### config.mk
export PLATFORM = sky130hd
export DESIGN_NAME = tdc_pulse_digitizer
export DESIGN_NICKNAME = d
export VERILOG_FILES = /design/src/rtl/tdc_pkg.sv /design/src/rtl/tdc_lockout.sv /design/src/rtl/tdc_coarse.sv /design/src/rtl/tdc_fine.sv /design/src/rtl/tdc_pulse_digitizer.sv
export SDC_FILE = /design/constraint.sdc
export NUM_CORES = 1
export LEC_CHECK = 0
export BUFFER_PORTS_ARGS = -buffer_cell sky130_fd_sc_hd__buf_2
export CORE_MARGIN = 2
export CORE_UTILIZATION = 56
export CTS_BUF_LIST = sky130_fd_sc_hd__clkbuf_8
export DETAILED_ROUTE_END_ITERATION = 10
export GPL_ROUTABILITY_DRIVEN = 0
export PLACE_DENSITY = 0.77
export SKIP_LAST_GASP = 1
export SLEW_MARGIN = 30
export SYNTH_ARGS = -nofsm -noshare
export SYNTH_HDL_FRONTEND = slang
export SYNTH_SLANG_ARGS = --single-unit
### constraint.sdc
create_clock -name clk_i -period 4.05 [get_ports clk_i]
set_input_delay 0.2025 -clock clk_i [delete_from_list [all_inputs] [get_ports clk_i]]
set_output_delay 0.2025 -clock clk_i [all_outputs]
set_load 0.02 [all_outputs]
### src/rtl/tdc_pkg.sv
package tdc_pkg;
    parameter int STAGES_DEF   = 7;
    parameter int CNT_W_DEF    = 8;
    parameter int LOCK_LAT_DEF = 2;
endpackage

### src/rtl/tdc_lockout.sv
module tdc_lockout #(
    parameter int LOCK_LAT = 2
) (
    input  logic clk_i,
    input  logic rst_ni,
    input  logic init_i,
    input  logic pulse_i,
    output logic gate_o,
    output logic lock_o
);
    localparam int LOW_W = $clog2(LOCK_LAT + 1);

    typedef struct packed {
        logic             seen;
        logic [LOW_W-1:0] low;
        logic             lock;
    } lock_st_t;

    lock_st_t st_q, st_d;

    assign gate_o = pulse_i & ~st_q.lock;
    assign lock_o = st_q.lock;

    always_comb begin
        st_d = st_q;
        if (init_i) begin
            st_d = '0;
        end else if (gate_o) begin
            st_d.seen = 1'b1;
            st_d.low  = '0;
        end else if (st_q.seen && !st_q.lock) begin
            if (st_q.low == LOW_W'(LOCK_LAT - 1)) begin
                st_d.lock = 1'b1;
            end else begin
                st_d.low = st_q.low + 1'b1;
            end
        end
    end

    always_ff @(posedge clk_i or negedge rst_ni) begin
        if (!rst_ni) st_q <= '0;
        else         st_q <= st_d;
    end
endmodule

### src/rtl/tdc_coarse.sv
module tdc_coarse #(
    parameter int CNT_W = 8
) (
    input  logic             clk_i,
    input  logic             rst_ni,
    input  logic             init_i,
    input  logic             hold_i,
    input  logic             tap_i,
    output logic [CNT_W-1:0] count_o,
    output logic             ovf_o
);
    localparam logic [CNT_W-1:0] CNT_MAX = '1;

    typedef struct packed {
        logic [CNT_W-1:0] cnt;
        logic             prev;
        logic             ovf;
    } cnt_st_t;

    cnt_st_t st_q, st_d;

    assign count_o = st_q.cnt;
    assign ovf_o   = st_q.ovf;

    always_comb begin
        st_d      = st_q;
        st_d.prev = tap_i;
        if (init_i) begin
            st_d.cnt  = '0;
            st_d.ovf  = 1'b0;
            st_d.prev = 1'b1;
        end else if (!hold_i && st_q.prev && !tap_i) begin
            if (st_q.cnt == CNT_MAX) st_d.ovf = 1'b1;
            else                     st_d.cnt = st_q.cnt + 1'b1;
        end
    end

    always_ff @(posedge clk_i or negedge rst_ni) begin
        if (!rst_ni) st_q <= '{cnt: '0, prev: 1'b1, ovf: 1'b0};
        else         st_q <= st_d;
    end
endmodule

### src/rtl/tdc_fine.sv
module tdc_fine #(
    parameter int STAGES = 7,
    parameter int STEP_W = 4
) (
    input  logic              clk_i,
    input  logic              rst_ni,
    input  logic              init_i,
    input  logic              hold_i,
    input  logic [STAGES-1:0] ring_i,
    output logic [STAGES-1:0] snap_o,
    output logic [STEP_W-1:0] step_o,
    output logic              legal_o
);
    localparam int STEPS = 2 * STAGES;

    function automatic logic [STAGES-1:0] pat_of(input int s);
        logic [STAGES-1:0] p;
        for (int k = 0; k < STAGES; k++) begin
            p[k] = ((k % 2) == 0) ^ ((s <= STAGES) ? (k < s) : (k >= s - STAGES));
        end
        return p;
    endfunction

    localparam logic [STAGES-1:0] IDLE = pat_of(0);

    typedef struct packed {
        logic [STAGES-1:0] snap;
    } fine_st_t;

    fine_st_t st_q, st_d;
    logic [STEPS-1:0] hit;

    always_comb begin
        st_d = st_q;
        if (init_i)       st_d.snap = IDLE;
        else if (!hold_i) st_d.snap = ring_i;
    end

    always_ff @(posedge clk_i or negedge rst_ni) begin
        if (!rst_ni) st_q <= '{snap: IDLE};
        else         st_q <= st_d;
    end

    for (genvar s = 0; s < STEPS; s++) begin : g_match
        assign hit[s] = (st_q.snap == pat_of(s));
    end

    always_comb begin
        step_o = '0;
        for (int s = 0; s < STEPS; s++) begin
            if (hit[s]) step_o = STEP_W'(s);
        end
    end

    assign legal_o = |hit;
    assign snap_o  = st_q.snap;
endmodule

### src/rtl/tdc_pulse_digitizer.sv
module tdc_pulse_digitizer #(
    parameter int STAGES   = tdc_pkg::STAGES_DEF,
    parameter int CNT_W    = tdc_pkg::CNT_W_DEF,
    parameter int LOCK_LAT = tdc_pkg::LOCK_LAT_DEF,
    localparam int STEPS   = 2 * STAGES,
    localparam int STEP_W  = $clog2(STEPS),
    localparam int WID_W   = CNT_W + STEP_W
) (
    input  logic              clk_i,
    input  logic              rst_ni,
    input  logic              init_i,
    input  logic              pulse_i,
    input  logic [STAGES-1:0] ring_i,
    output logic              osc_en_o,
    output logic [CNT_W-1:0]  coarse_o,
    output logic [STAGES-1:0] fine_o,
    output logic [STEP_W-1:0] step_o,
    output logic [WID_W-1:0]  width_o,
    output logic              valid_o,
    output logic              ovf_o,
    output logic              err_o
);
    logic              lock;
    logic              legal;
    logic [STEP_W-1:0] step_raw;

    tdc_lockout #(.LOCK_LAT(LOCK_LAT)) u_lock (
        .clk_i (clk_i), .rst_ni(rst_ni), .init_i(init_i),
        .pulse_i(pulse_i), .gate_o(osc_en_o), .lock_o(lock)
    );

    tdc_coarse #(.CNT_W(CNT_W)) u_coarse (
        .clk_i (clk_i), .rst_ni(rst_ni), .init_i(init_i), .hold_i(lock),
        .tap_i (ring_i[STAGES-1]), .count_o(coarse_o), .ovf_o(ovf_o)
    );

    tdc_fine #(.STAGES(STAGES), .STEP_W(STEP_W)) u_fine (
        .clk_i (clk_i), .rst_ni(rst_ni), .init_i(init_i), .hold_i(lock),
        .ring_i(ring_i), .snap_o(fine_o), .step_o(step_raw), .legal_o(legal)
    );

    // The tap node falls at the mid-period step, so an upper-half step has
    // already been counted once in the coarse value.
    always_comb begin
        logic             upper;
        logic [WID_W-1:0] total;
        upper = (step_raw >= STEP_W'(STAGES));
        total = WID_W'(coarse_o) * WID_W'(STEPS) + WID_W'(step_raw);
        if (upper) total = total - WID_W'(STEPS);
        err_o   = !legal || (upper && (coarse_o == '0));
        step_o  = err_o ? '0 : step_raw;
        width_o = err_o ? '0 : total;
    end

    assign valid_o = lock;
endmodule

==> results of run 1 <==
-- cells by family (layout without fill, tap and decap cells) --
family | count (synthesis) | in the layout | share of synthesized area
adder cells (fa/ha/maj) | 33 | 33 | 0.193
multiplexers | 3 | 3 | 0.0121
flip-flops | 21 | 21 | 0.214
buffers and inverters | 36 | 78 | 0.0688
AND/OR/NAND/NOR | 111 | 111 | 0.241
XOR/XNOR | 27 | 27 | 0.0950
AO/OA/AOI/OAI | 56 | 56 | 0.177
-- flip-flops by register name, indices dropped and copies added, names as in the netlist --
signal,count
u_coarse.count_o,8
u_fine.snap_o,7
u_lock.st_q,3
u_coarse.ovf_o,1
u_coarse.st_q,1
u_lock.lock_o,1
-- power groups by stage --
stage | combinational (mW) | clock [mW] | sequential (mW)
3_5_place_dp | 0.191 | 0 | 0.241
3_3_place_gp | 0.184 | 0 | 0.240
5_1_grt | 0.225 | 0.153 | 0.240
4_1_cts | 0.192 | 0.142 | 0.237
6_report | 0.201 | 0.138 | 0.238
2_1_floorplan | 0.145 | 0 | 0.241
-- critical path, delay by kind of cell, from the launching register on --
family          cells  cell delay (ps)
buf+inv             1              140
flops               1              470
xor+xnor            2              320
simple gates        4              760
compound gates      2              550
fa+ha+maj           3             1180
-- through the flow --
step / total power, mW / utilization / setup TNS (ps) / worst slack (ps)
after floorplan: 0.386 / - / 0 / 443
after global placement: 0.424 / 0.621 / 0 / 382
after detailed placement: 0.432 / 0.622 / 0 / 319
after CTS: 0.572 / 0.635 / 0 / 18.9
after global routing: 0.617 / 0.665 / -88.7 / -49.5
final: 0.577 / 0.665 / 0 / 157
-- placed cells by master, fill, tap and decap left out, types with 4 or more instances in the layout --
| cell type | netlist | layout |
|---|---|---|
| nand2_1 | 10 | 10 |
| xor2_1 | 6 | 6 |
| a21oi_1 | 15 | 15 |
| nand3_1 | 5 | 5 |
| ha_1 | 24 | 23 |
| nand4_1 | 4 | 4 |
| dfrtp_1 | 16 | 10 |
| nor3_1 | 8 | 7 |
| xnor2_1 | 21 | 19 |
| nor2_1 | 48 | 47 |
| a211o_1 | 4 | 4 |
| nand2b_1 | 6 | 6 |
| dfrtp_2 | 0 | 6 |
| inv_1 | 20 | 20 |
| buf_2 | 2 | 45 |
| fa_1 | 9 | 7 |
| dfstp_2 | 5 | 5 |
| nor2b_1 | 9 | 9 |
| buf_4 | 9 | 8 |
-- metal layers --
layer	GRT usage	share of wire
met3	0.0256	0.052
met1	0.297	0.47
met2	0.345	0.47
met5	0	0
met4	0.0252	0.0064
-- layout make-up --
type | count | area (sq um) | share of cell area
repair buffers | 54 | 295 | 0.103
clock buffers | 3 | 41.3 | 0.0144
clock inverters | 1 | 7.51 | 0.00261
well taps | 52 | 65.1 | 0.0226
flip-flops and latches | 21 | 539 | 0.187
inverters | 20 | 75.1 | 0.0261
multi-input cells | 230 | 1850 | 0.644
-- timing repair --
action / CTS / global route
endpoints found under the setup margin: 0 / 4
buffers inserted: 0 / 7
hold buffers: 1 / 0
endpoints found under the hold margin: 16 / 0
resized for setup: 0 / 20
-- worst max path at each step --
stage / end / depth (start not counted) / slack, ps
after floorplan: width_o[11] / 16 / 440
after global placement: width_o[11] / 16 / 380
after detailed placement: width_o[11] / 12 / 320
after CTS: width_o[11] / 12 / 20
after global routing: width_o[11] / 16 / -50
final: width_o[11] / 12 / 160
==> flow_summary.toml, run 1 <==
[placement]
dpl-instance-area_sq_um = 2690
dp_hpwl_um = 3940
dpl.cell_count = 369
io_buffers = 45

[logic_synthesis]
avgSynthCellArea_sq_um = 8.68
yosys_warnings = 0
ys.flop_type = "dfrtp_1"
synthCells = 287
synthTopCellsByArea = "dfrtp_1 16%, ha_1 12%, xnor2_1 7.4%"
syn-num-nets = 331
synth_top_area_cell = "dfrtp_1"
yosysSeqAreaShare = 0.214
synth_edf_count = 0
ys_types = 59
synth_seq_cells = 21
synth-async-reset-ratio = 1.00
synthesis.area_sq_um = 2490
synth_common_cells = "48 x nor2_1, 24 x ha_1, 21 x xnor2_1, 20 x inv_1, 16 x dfrtp_1"
synth_most_common_cell = "nor2_1"
yosys.area.top_type_share = 0.161

[floorplanning]
pin_count = 46
fp-row-count = 24
fp.dieW_um = 70.7
initial_core_util = 0.576
die_area_sq_um = 5000
die_h_um = 70.7
core_area_sq_um = 4320

[global_route]
overflow = 0
grt_max_degree = 24
grt_pass1_vias = 2001
antenna_found_initial = 0
grt_pass1_wl_um = 8690
grt_use_total = 0.206

[critical_path]
worstSetupEndpointType = "primary output"
r2r-end = "u_coarse.count_o[3]"
r2r-start = "u_lock.lock_o"
r2r_setup_slack_ps = 2130
cp-start-kind = "flop"
cp.arrival_ps = 3690
critPathKind = "reg2out"
cpMaxStageDelayCell = "fa_1"
slowest_delay_ps = 570
startpoint = "u_coarse.count_o[0]"
crit_chain = "fa_1, ha_2, ha_1, nand3_1, a211oi_4, nand4bb_4, nor4b_4, xnor2_2, o311ai_2, xnor2_1, nor2_1, buf_4"
reg2reg_depth = 6
worstPathRequired_ps = 3850
crit_path_max_fanout = 8

[final_layout]
final_cell_area_sq_um = 2880
n_fill_cell = 380
areaGrowthSynthToFinish_pct = 15.5
antenna_cells = 0
fin_cells = 381
drive_above_1_share = 0.307
fin_nets = 374

[sta]
tightestPinTransition_ps = 626
fin_worst_skew_ps = 5.28
slew_violations = 0
slew-limit-headroom = 0.582
max_freq_ghz = 0.257
hold_viol = 0
timing.final.crit_period_ps = 3890
post-route-period-util = 0.961
finalSetupViolCount = 0
hold_ws_ps = 166

[clocking]
cts_htree_levels = 1
cts_tree = "built"
cts_root_buf = "clkbuf_8"
cts_buffers = 3
clockBufferDepth = 2
clock-sinks = 21
clk_pin_slew_ps = 80
clk_latency_ps = 260

[pwr]
pwr-share-clk = 0.240
powerDensity_nw_per_um2 = 200
seq_power_share = 0.412
p_sw_mw = 0.203
p_sw_frac = 0.352
p_comb_frac = 0.348
p_int_mw = 0.374
leakagePower_nw = 1.37
peakVddDrop_mv = 0.288

[detailed_routing]
routed_wl_um = 5010
wl_per_cell_um = 13.1
drc = 0
ant_nets = 0
routed_via_density = 5.51
drt_iter0_markers = 75
dr.pass1.iters = 4
vias = 2099

[min_path]
min_path_cells = 2
min_from = "ring_i[6]"
holdPathEnd = "u_coarse.st_q[1]"
hold_path.class = "in2reg"

[job]
drv_cap = 0

[outcome]
status = "completed"
(Power assumes the default switching activity.)
==> run 2: changes to the inputs <==
==> constraint.sdc (replaced) <==
create_clock -name clk_i -period 4.05 [get_ports clk_i]
set_input_delay 0.2025 -clock clk_i [delete_from_list [all_inputs] [get_ports clk_i]]
set_output_delay 0.2025 -clock clk_i [all_outputs]
set_load 0.1 [all_outputs]
==> run 2 against run 1 <==
  * Sequential share of layout area is 0.45 points lower
  * Maximum frequency decreased by 2.8%
  * Register-to-register slack worse by 20 ps
  * Clock-buffer cell count is the same
  * Combinational power is 63% higher
  * First-iteration DRC count is 17% higher
==> flow_summary.toml, run 2 (synthesis results as in run 1) <==
[final_layout]
fin_nets = 376
areaGrowthSynthToFinish_pct = 21.4
largest_register_ffs = 8
fin_cells = 383
most-common-layout-cells = "41 x nor2_1, 41 x buf_2, 23 x ha_1, 19 x inv_1, 19 x xnor2_1"
drive_above_1_share = 0.369
n_fill_cell = 363
antenna_cells = 0

[detailed_routing]
routed_wl_um = 5620
drc = 0
routed_via_density = 5.73
ant_nets = 0
vias = 2196
wl_per_cell_um = 14.7
drt_iter0_markers = 88
dr.pass1.iters = 5

[critical_path]
crit_chain = "fa_1, ha_1, fa_2, a211o_2, a32oi_2, nand4bb_2, nor4b_4, xnor2_2, o311ai_2, xnor2_1, nor2_4, buf_12"
r2r-end = "u_coarse.count_o[3]"
critPathKind = "reg2out"
worstPathRequired_ps = 3850
r2r-start = "u_lock.lock_o"
r2r_setup_slack_ps = 2110
cp-start-kind = "flop"
crit_path_max_fanout = 5
worst-path-buf-inv = 1
reg2reg_depth = 6
worstSetupEndpointType = "primary output"
cpMaxStageDelayCell = "fa_1"
slowest_delay_ps = 470
cp.arrival_ps = 3800
cpLargestDelayFamily = "adder cells"

[global_route]
grt_max_degree = 24
antenna_found_initial = 0
overflow = 0
grt_pass1_wl_um = 9050
grt_use_total = 0.216
grt_pass1_vias = 1993

[clocking]
clk_latency_ps = 260
cts_root_buf = "clkbuf_8"
cts_tree = "built"
clk_pin_slew_ps = 80
cts_htree_levels = 1
clock-sinks = 21
clockBufferDepth = 2
cts_buffers = 3

[pwr]
pwr-share-clk = 0.194
p_comb_frac = 0.468
power_mw = 0.699
p_sw_mw = 0.318
p_int_mw = 0.381
leakagePower_nw = 1.40
powerDensity_nw_per_um2 = 231
peakVddDrop_mv = 0.293
p_sw_frac = 0.455
seq_power_share = 0.338

[placement]
dpl.cell_count = 370
pre_cts_ws_ps = 252
dp_hpwl_um = 4020
io_buffers = 45

[floorplanning]
fp-row-count = 24
core_area_sq_um = 4320
die_h_um = 70.7
initial_core_util = 0.576
pin_count = 46
die_area_sq_um = 5000
fp.dieW_um = 70.7

[sta]
finalSetupViolCount = 0
tightestPinTransition_ps = 620
setup_slack_ps = 45.5
max_freq_ghz = 0.250
slew_violations = 0
hold_viol = 0
post-route-period-util = 0.989
slew-limit-headroom = 0.587
timing.final.crit_period_ps = 4000
rsz0062_at_grt = "true"
fin_worst_skew_ps = 3.76

[job]
drv_cap = 0

[outcome]
status = "completed"

[min_path]
hold_path.class = "in2reg"
min_path_cells = 2
min_from = "ring_i[6]"
holdPathEnd = "u_coarse.st_q[1]"
## run 2: changes by cell type in the layout (fill, tap and decap cells not counted), sizes merged
cell and delta:
clkbuf +1, clkinv +1, clkinvlp -1, buf +1
## run 2: worst register-to-register path, cell delays in order (launching register included)
cell and delay (ps):
dfrtp_1 610, nor3b_1 400, nor2_1 70, nor2_1 360, nand3_1 160, xnor2_1 150
nor2_1 50
## run 2: area by class of cell
cell class	count	area, sq um	area share
inverters	20	75.1	0.0248
clock inverters	1	5.00	0.00166
clock buffers	3	41.3	0.0137
flip-flops and latches	21	553	0.183
multi-input cells	230	1940	0.641
well taps	52	65.1	0.0215
repair buffers	56	345	0.114
## run 2: timing repair
item	CTS	global route
hold buffers	1	0
hold endpoints to repair	16	0
resized for setup	1	21
setup buffers	0	8
pin swaps	0	7
endpoints found under the setup margin	1	5
## run 2: per-layer routing
metal  GRT usage  routed length (um)  up-vias  part of all wire
li1            -                   -     1074                 -
met1       0.305                2660     1060              0.47
met2       0.350                2680       56              0.48
met3      0.0370                 223        6             0.040
met4      0.0440                  51        0            0.0091
met5           0                   0        -                 0
## run 2: power groups by stage
stage / clock network, mW / logic (mW) / registers [mW]
2_1_floorplan: 0 / 0.233 / 0.269
3_3_place_gp: 0 / 0.304 / 0.240
3_5_place_dp: 0 / 0.311 / 0.241
4_1_cts: 0.140 / 0.312 / 0.237
5_1_grt: 0.149 / 0.349 / 0.239
6_report: 0.135 / 0.327 / 0.237
## run 2: worst max-delay path by stage
stage	startpoint	end	slack [ps]	depth (start not counted)
after floorplan	u_fine.snap_o[5]	width_o[8]	-290	16
after global placement	u_coarse.count_o[2]	width_o[11]	360	12
after detailed placement	u_coarse.count_o[2]	width_o[11]	250	12
after CTS	u_coarse.count_o[1]	width_o[11]	30	12
after global routing	u_coarse.count_o[1]	width_o[11]	-130	12
final	u_coarse.count_o[1]	width_o[11]	50	12
## run 2: stage by stage
stage / hold slack [ps] / utilization / cell area, sq um / setup TNS [ps]
after global placement: 175 / 0.651 / 2820 / 0
final: 164 / 0.699 / 3020 / 0
after global routing: 163 / 0.699 / 3020 / -213
after detailed placement: 187 / 0.651 / 2820 / 0
after CTS: 154 / 0.664 / 2870 / 0
after floorplan: -93.1 / - / 2580 / -319
